$ cat config.mk
export PLATFORM = sky130hd
export DESIGN_NAME = nib_cpu
export DESIGN_NICKNAME = d
export VERILOG_FILES = /design/src/rtl/nib_cpu_pkg.sv /design/src/rtl/nib_ram.sv /design/src/rtl/nib_seq.sv /design/src/rtl/nib_dp.sv /design/src/rtl/nib_cpu.sv
export SDC_FILE = /design/constraint.sdc
export NUM_CORES = 1
export LEC_CHECK = 0
export ABC_AREA = 1
export CAP_MARGIN = 20
export CELL_PAD_IN_SITES_DETAIL_PLACEMENT = 1
export CELL_PAD_IN_SITES_GLOBAL_PLACEMENT = 1
export CORE_MARGIN = 8
export CORE_UTILIZATION = 35
export DETAILED_ROUTE_END_ITERATION = 10
export PLACE_DENSITY_LB_ADDON = 0.1
export SLEW_MARGIN = 20
export SYNTH_ARGS = -nofsm -noshare
export SYNTH_HDL_FRONTEND = slang
export SYNTH_SLANG_ARGS = --single-unit
$ cat constraint.sdc
create_clock -name clk -period 3.9 [get_ports clk]
set_input_delay 0.39 -clock clk [delete_from_list [all_inputs] [get_ports clk]]
set_output_delay 0.39 -clock clk [all_outputs]
set_load 0.03 [all_outputs]
$ cat src/rtl/nib_cpu_pkg.sv
package nib_cpu_pkg;

    typedef enum logic [3:0] {
        OP_NOP    = 4'h0,
        OP_LDA    = 4'h1,
        OP_ADD    = 4'h2,
        OP_STA    = 4'h3,
        OP_JMP    = 4'h4,
        OP_HLT    = 4'h5,
        OP_MOVB   = 4'h6,
        OP_MOVOUT = 4'h7
    } opcode_e;

    typedef enum logic [1:0] {
        ST_FETCH,
        ST_OPER,
        ST_EXEC,
        ST_HALT
    } seq_state_e;

    typedef struct packed {
        logic ir_load;
        logic opr_load;
        logic pc_inc;
        logic pc_jump;
        logic addr_opr;
        logic a_from_mem;
        logic a_add;
        logic b_from_a;
        logic out_from_a;
        logic mem_we;
    } ctrl_t;

    function automatic logic needs_operand(input logic [3:0] op);
        return (op == OP_LDA) || (op == OP_STA) || (op == OP_JMP);
    endfunction

endpackage

$ cat src/rtl/nib_ram.sv
module nib_ram #(
    parameter int W     = 4,
    parameter int DEPTH = 16,
    localparam int AW   = $clog2(DEPTH)
) (
    input  logic          clk,
    input  logic          we,
    input  logic [AW-1:0] waddr,
    input  logic [W-1:0]  wdata,
    input  logic [AW-1:0] raddr,
    output logic [W-1:0]  rdata
);

    logic [W-1:0] mem [DEPTH];

    always_ff @(posedge clk) begin
        if (we) begin
            mem[waddr] <= wdata;
        end
    end

    assign rdata = mem[raddr];

endmodule

$ cat src/rtl/nib_seq.sv
module nib_seq
    import nib_cpu_pkg::*;
#(
    parameter int W = 4
) (
    input  logic       clk,
    input  logic       rst_n,
    input  logic       prog_en,
    input  logic [W-1:0] mem_word,
    input  logic [W-1:0] ir_word,
    output ctrl_t      ctrl,
    output seq_state_e state,
    output logic       halted
);

    logic [3:0] fetch_op;
    logic [3:0] exec_op;
    seq_state_e nxt;

    // Words wider than the opcode field decode as NOP when upper bits are set
    if (W == 4) begin : g_exact
        assign fetch_op = mem_word[3:0];
        assign exec_op  = ir_word[3:0];
    end else begin : g_wide
        assign fetch_op = (mem_word[W-1:4] == '0) ? mem_word[3:0] : 4'(OP_NOP);
        assign exec_op  = (ir_word[W-1:4]  == '0) ? ir_word[3:0]  : 4'(OP_NOP);
    end

    always_ff @(posedge clk or negedge rst_n) begin
        if (!rst_n) begin
            state <= ST_FETCH;
        end else begin
            state <= nxt;
        end
    end

    always_comb begin
        ctrl = '0;
        nxt  = state;
        if (!prog_en) begin
            unique case (state)
                ST_FETCH: begin
                    ctrl.ir_load = 1'b1;
                    ctrl.pc_inc  = 1'b1;
                    nxt = needs_operand(fetch_op) ? ST_OPER : ST_EXEC;
                end
                ST_OPER: begin
                    ctrl.opr_load = 1'b1;
                    ctrl.pc_inc   = 1'b1;
                    nxt = ST_EXEC;
                end
                ST_EXEC: begin
                    ctrl.addr_opr = 1'b1;
                    nxt = ST_FETCH;
                    case (exec_op)
                        OP_LDA:    ctrl.a_from_mem = 1'b1;
                        OP_ADD:    ctrl.a_add      = 1'b1;
                        OP_STA:    ctrl.mem_we     = 1'b1;
                        OP_JMP:    ctrl.pc_jump    = 1'b1;
                        OP_HLT:    nxt             = ST_HALT;
                        OP_MOVB:   ctrl.b_from_a   = 1'b1;
                        OP_MOVOUT: ctrl.out_from_a = 1'b1;
                        default:   ;
                    endcase
                end
                ST_HALT: begin
                    nxt = ST_HALT;
                end
            endcase
        end
    end

    always_comb begin
        halted = (state == ST_HALT);
    end

endmodule

$ cat src/rtl/nib_dp.sv
module nib_dp
    import nib_cpu_pkg::*;
#(
    parameter int W = 4
) (
    input  logic         clk,
    input  logic         rst_n,
    input  ctrl_t        ctrl,
    input  logic [W-1:0] mem_word,
    output logic [W-1:0] pc,
    output logic [W-1:0] ir,
    output logic [W-1:0] opr,
    output logic [W-1:0] a,
    output logic [W-1:0] b,
    output logic [W-1:0] out
);

    always_ff @(posedge clk or negedge rst_n) begin
        if (!rst_n) begin
            pc  <= '0;
            ir  <= '0;
            opr <= '0;
        end else begin
            if (ctrl.pc_jump) begin
                pc <= opr;
            end else if (ctrl.pc_inc) begin
                pc <= pc + W'(1);
            end
            if (ctrl.ir_load) begin
                ir <= mem_word;
            end
            if (ctrl.opr_load) begin
                opr <= mem_word;
            end
        end
    end

    always_ff @(posedge clk or negedge rst_n) begin
        if (!rst_n) begin
            a   <= '0;
            b   <= '0;
            out <= '0;
        end else begin
            if (ctrl.a_from_mem) begin
                a <= mem_word;
            end else if (ctrl.a_add) begin
                a <= a + b;
            end
            if (ctrl.b_from_a) begin
                b <= a;
            end
            if (ctrl.out_from_a) begin
                out <= a;
            end
        end
    end

endmodule

$ cat src/rtl/nib_cpu.sv
module nib_cpu
    import nib_cpu_pkg::*;
#(
    parameter int WORD_W = 4
) (
    input  logic              clk,
    input  logic              rst_n,
    input  logic              prog_en,
    input  logic [WORD_W-1:0] prog_addr,
    input  logic [WORD_W-1:0] prog_data,
    input  logic              prog_we,
    output logic [WORD_W-1:0] out_val,
    output logic              halted
);

    localparam int DEPTH = 2 ** WORD_W;

    ctrl_t             ctrl;
    seq_state_e        state_q;
    logic [WORD_W-1:0] pc_q, ir_q, opr_q, a_q, b_q;
    logic [WORD_W-1:0] mem_rdata, mem_raddr;
    logic [WORD_W-1:0] mem_waddr, mem_wdata;
    logic              mem_we;

    assign mem_raddr = ctrl.addr_opr ? opr_q : pc_q;
    assign mem_we    = prog_en ? prog_we   : ctrl.mem_we;
    assign mem_waddr = prog_en ? prog_addr : opr_q;
    assign mem_wdata = prog_en ? prog_data : a_q;

    nib_ram #(.W(WORD_W), .DEPTH(DEPTH)) u_ram (
        .clk   (clk),
        .we    (mem_we),
        .waddr (mem_waddr),
        .wdata (mem_wdata),
        .raddr (mem_raddr),
        .rdata (mem_rdata)
    );

    nib_seq #(.W(WORD_W)) u_seq (
        .clk      (clk),
        .rst_n    (rst_n),
        .prog_en  (prog_en),
        .mem_word (mem_rdata),
        .ir_word  (ir_q),
        .ctrl     (ctrl),
        .state    (state_q),
        .halted   (halted)
    );

    nib_dp #(.W(WORD_W)) u_dp (
        .clk      (clk),
        .rst_n    (rst_n),
        .ctrl     (ctrl),
        .mem_word (mem_rdata),
        .pc       (pc_q),
        .ir       (ir_q),
        .opr      (opr_q),
        .a        (a_q),
        .b        (b_q),
        .out      (out_val)
    );

endmodule

Word level (Yosys, flattened, before mapping)
Memories as Yosys holds them, arrays and structs flattened.
Index checks and enable logic that the tools add are counted.

word-level totals
  bits of input ports = 12
  output and inout port bits = 5
  memory bits (writable) = 64
  register bits = 26
  memories kept = 1
  word-level logic and storage cells = 53

operators by class
  reduce and logical (&&, ||, !) cells = 6
  eq/ne operators = 13
  $add $sub $neg = 2
  mux-type cells = 24

memories
  name       words  bits a word  read ports  clocked after memory_dff  wr ports  RTL line       text
  u_ram.mem  16     4            1           0                         1         nib_ram.sv:14  logic [W-1:0] mem [DEPTH];

operator list
  cell                 number
  $mux 4               7
  $eq 4x3->1 const B   5
  $eq 4x2->1 const B   3
  $mux 1               12
  $mux 10              1
  $eq 4x1->1 const B   2
  $pmux 2 s4           1
  $mux 7               1
  $add 4x1->4 const B  1
  $add 4x4->4          1
  $eq 2x2->1 const B   2
  $mux 2               2
  $reduce_bool 2->1    2
  $eq 2x1->1 const B   1
  $logic_not 2->1      1
  $logic_or 1x1->1     2
  $reduce_or 2->1      1

Depth between registers and ports, before layout
An unclocked memory read counts as a cell.

  depth in word-level cells = 11
  mapped depth = 16
  depth with buffers taken out = 15

Cells and area by module
From an unflattened synthesis, not the netlist that was laid out.

unflattened totals
  cells, all modules = 477
  area, all modules = 4408.0 µm²

modules (own cells, without submodules)
  module   instances  sequential area each (µm²)  cells each  area an instance (µm²)
  nib_ram  1          1921.8                      286         2886.5
  nib_dp   1          600.6                       103         1108.6
  nib_seq  1          50.0                        46          247.7
  nib_cpu  1          0.0                         42          165.2

Worst setup path before layout
Ideal clock, no wire load.

  path kind = reg-to-reg
  start = reg u_seq.state[0]
  end = mem u_ram.mem[5][0], enable pin
  cell stages (with the launch flop) = 9
  library setup time = 0.361 ns
  period minus slack after synthesis = 2.043 ns
  arrival time = 1.682 ns
  slack = 1.857 ns
  required time = 3.539 ns
  path buffers = 0
  cell sequence = dfrtp_1 inv_1 nand3_4 inv_1 nand2_1 o21a_1 inv_1 nand2_1 nor3_1

between the ends
  longest elaborated chain between the ends = 6

ends and longest elaborated chain
  item                          RTL line       text
  from (decl)                   nib_seq.sv:12  output seq_state_e state,
  from (signal assigned)        nib_seq.sv:33  state <= nxt;
  $eq 2x2->1                    nib_seq.sv:41  unique case (state)
  $mux 7                        nib_seq.sv:41
  $mux 10                       nib_seq.sv:40  if (!prog_en) begin
  $mux 1                        nib_cpu.sv:26  assign mem_we = prog_en ? prog_we : ctrl.mem_we;
  $mux 1                        nib_ram.sv:17  if (we) begin
  $mux 1 (not written as such)  nib_ram.sv:18  mem[waddr] <= wdata;
  to (decl)                     nib_ram.sv:14

No other way between the ends.

Final worst setup path
  start = reg u_seq.state[0]
  end = reg u_seq.state[1]

between the ends
  longest elaborated chain between the ends = 10
  elaborated cells on any way between the ends = 15
  classes of those cells = eq/ne: 6; mux: 5; reduce/logical: 3; memory: 1

ends and longest elaborated chain
  item                                      RTL line           text
  $eq 2x2->1                                nib_seq.sv:41
  $mux 7                                    nib_seq.sv:41
  $mux 10                                   nib_seq.sv:40
  $mux 4                                    nib_cpu.sv:25      assign mem_raddr = ctrl.addr_opr ? opr_q : pc_q;
  $mem_v2 16x4                              -
  $eq 4x1->1 or $eq 4x2->1 (tied branches)  nib_cpu_pkg.sv:35  return (op == OP_LDA) || (op == OP_STA) || (op == OP_JMP);
  $logic_or 1x1->1 (2 in series)            nib_cpu_pkg.sv:35
  $mux 2                                    nib_seq.sv:45      nxt = needs_operand(fetch_op) ? ST_OPER : ST_EXEC;
  $pmux 2 s4 *                              nib_seq.sv:41

Every way passes the cells marked *; elsewhere a longest branch is shown, timed or not.
A chain may end at the register's enable or synchronous reset.

==> impl_metrics.ini <==
[cells_and_area]
synthToLayoutAreaGrowth_pct = 14.54
n_antenna_cell = 0
n_fill_cell = 1410
nNetsFinal = 496
fin_util = 0.4118
drive_gt1_frac = 0.09298
regArea_um2 = 2572
design_area_um2 = 4967
multi_input_area_um2 = 1454

[logic_synthesis]
async_reset_ff_frac = 0.2889
syn_inst = 454
synth.largest_area_cell = edfxtp_1
netlist.area_leader.share = 0.4432
synth.most_common_cell = nand2_1
avgSynthCellArea_um2 = 9.552
syn-num-nets = 471
synth_area_um2 = 4337
synth_seq_area_share = 0.5932
synthTopCellsByCount = 112 x nand2_1, 64 x edfxtp_1, 61 x inv_1, 61 x nand3_1, 32 x o21ai_0
ys.flop_type = edfxtp_1
yosysWarnings = 0
synth-edff-count = 64
synth_cell_types = 36
synth_seq_cells = 90
synth_area_leaders = edfxtp_1 44%, dfrtp_1 15%, nand2_1 9.7%, nand3_1 7.0%, inv_1 5.3%

[detailed_routing]
drt_pass1_iterations = 4
drc = 0
ant_nets = 0
drt_iter0_markers = 158
routedWlPerCell_um = 17.84
wl_um = 11630
via_per_inst = 4.868
via_count = 3174

[placed_design]
port_buffers = 16
gp_congestion = 0.8102
place_worst_setup_slack_ns = 0.6871
dpl_cell_area_um2 = 4691
dpl.hpwl_um = 8119

[sta]
fmax_ghz = 0.3499
final.period_utilization = 0.7328
finalWorstSetupSlack_ns = 1.042
rsz0062_at_grt = no
relSlewSlack = 0.4358
maxSlewViolCount = 0
hold_viol = 0
setup_viol = 0
period_needed_ns = 2.858
final.setup_skew_ns = 0.007594
timing.setup.tns_ns = 0
max_slew.worst_pin.slew_ns = 0.8462

[clock_tree]
cts_tree = built
cts_buffer_depth = 2
clock_latency_ns = 0.35
cts_resized = 0
root_buffer = clkbuf_16
ctsHtreeMaxLevel = 3
clk_pin_slew_ns = 0.06
cts_made_buffers = 9
post-cts-setup-buffers = 0
clock-sinks = 90
hold_buffers = 0

[flow_run]
drv_cap = 0

[setup_path]
critical_path.max_stage_delay_ns = 0.68
reg2reg_slack_ns = 1.04
reg2regPathDepth = 14
required_ns = 4.14
path_class = flop to flop
path_depth = 14
cp-startpoint = u_seq.state[0]
crit_path_frequent_cell = nand2_1
endpoint = u_seq.state[1]
crit_family = simple AND/OR/NAND/NOR gates
critPathCaptureType = flop
crit-reg2reg-launch = u_seq.state[0]
cp_num_buf_inv = 1
cp_max_fo = 33
slowest_stage = nand2_2
r2r_end = u_seq.state[1]
critPathLaunchType = flop
crit_chain = inv_1 > nand4_2 > nand2_2 > nand2_1 > nand3_1 > nand3_1 > nand2_1 > nand2_1 > nand2_2 > nand2_1 > nand2_1 > nand3_2 > nand2_1 > nand2_1
arrival_ns = 3.10

[hold_path]
hold_class = input pin to asynchronous set/reset pin

[die]
start_util = 0.3595
row_count = 40
die-area_um2 = 16210
design.core.area_um2 = 12060
die_x_um = 127.3
die_h_um = 127.3
io_pins = 17

[pwr]
p_leak_nw = 2.065
peakVddDrop_mv = 0.2776
p_total_mw = 3.781
powerDensity_nw_per_um2 = 761.1

[global_route]
grt_pass1_vias = 3286
gr-total-overflow = 0
grt_max_degree = 34
antenna_found_initial = 0
grt_pass1_wl_um = 18540
grtUsageTotal = 0.1513

[run_status]
outcome = finished clean
## layer usage
layer,vias up,part of all wire,track usage
met3,9,0.046,0.02787
met5,-,0,0
met4,0,0.012,0.05948
met1,1550,0.49,0.2088
met2,51,0.45,0.2299
li1,1564,-,-
## cells in the final DEF (no fill, tap or decap), types with 4 or more instances in the layout
cell type        instances
dfrtp_1                 26
or2_2                    6
clkdlybuf4s50_1         16
nand3b_1                 8
o21ai_1                  5
inv_1                   61
ha_1                     4
clkbuf_16                9
nand2_2                  6
nor2_1                  29
nand3_1                 61
buf_4                    7
nand2_1                112
edfxtp_1                64
nor3_1                   6
o21ai_0                 28
## sequential cells by signal (all words and copies together) (netlist names)
| name | count |
|---|---|
| u_dp.a | 4 |
| u_seq.state | 2 |
| u_dp.out | 4 |
| u_dp.pc | 4 |
| u_dp.b | 4 |
| u_dp.opr | 4 |
| u_dp.ir | 4 |
| u_ram.mem | 64 |
## worst min-delay path by stage
stage | from | to | cells after the start
6_report | rst_n | u_dp.ir[3] | 2
5_1_grt | rst_n | u_dp.b[2] | 2
3_3_place_gp | u_dp.out[3] | u_dp.out[3] | 2
3_5_place_dp | u_dp.out[1] | u_dp.out[1] | 2
4_1_cts | rst_n | u_dp.b[2] | 2
2_1_floorplan | rst_n | u_dp.a[0] | 0
## cell families (layout without fill, tap and decap cells)
| logic type | count (synthesis) | after routing | share of synthesized area |
|---|---|---|---|
| buffers and inverters | 72 | 102 | 0.07155 |
| xor gates and xnor gates | 5 | 5 | 0.01010 |
| DFF | 90 | 90 | 0.5932 |
| AOI/OAI and AO/OA | 49 | 49 | 0.06636 |
| and+or+nand+nor | 233 | 233 | 0.2426 |
| adders and majority gates | 5 | 5 | 0.01616 |
## layout make-up
type	count	share of cell area
Tap cell	168	0.04232
Clock buffer	10	0.04610
Inverter	63	0.04861
Clock inverter	6	0.009572
Timing Repair Buffer	23	0.04282
Sequential cell	90	0.5179
Multi-Input combinational cell	292	0.2927
## per-stage QoR
step | instances | hold slack [ns]
6_report | 652 | 0.4336
5_1_grt | 652 | 0.4503
4_1_cts | 652 | 0.4345
3_5_place_dp | 636 | 0.4769
3_3_place_gp | 636 | 0.4662
2_1_floorplan | 454 | 0.09441
## report_power, final
part	switching, mW	leakage, nW	internal (mW)
Combinational	1.11	1.03	0.497
Clock	0.395	0.134	0.440
Sequential	0.128	0.905	1.21
Total	1.63	2.06	2.15
Note: power is estimated with default switching activity, not from simulation.
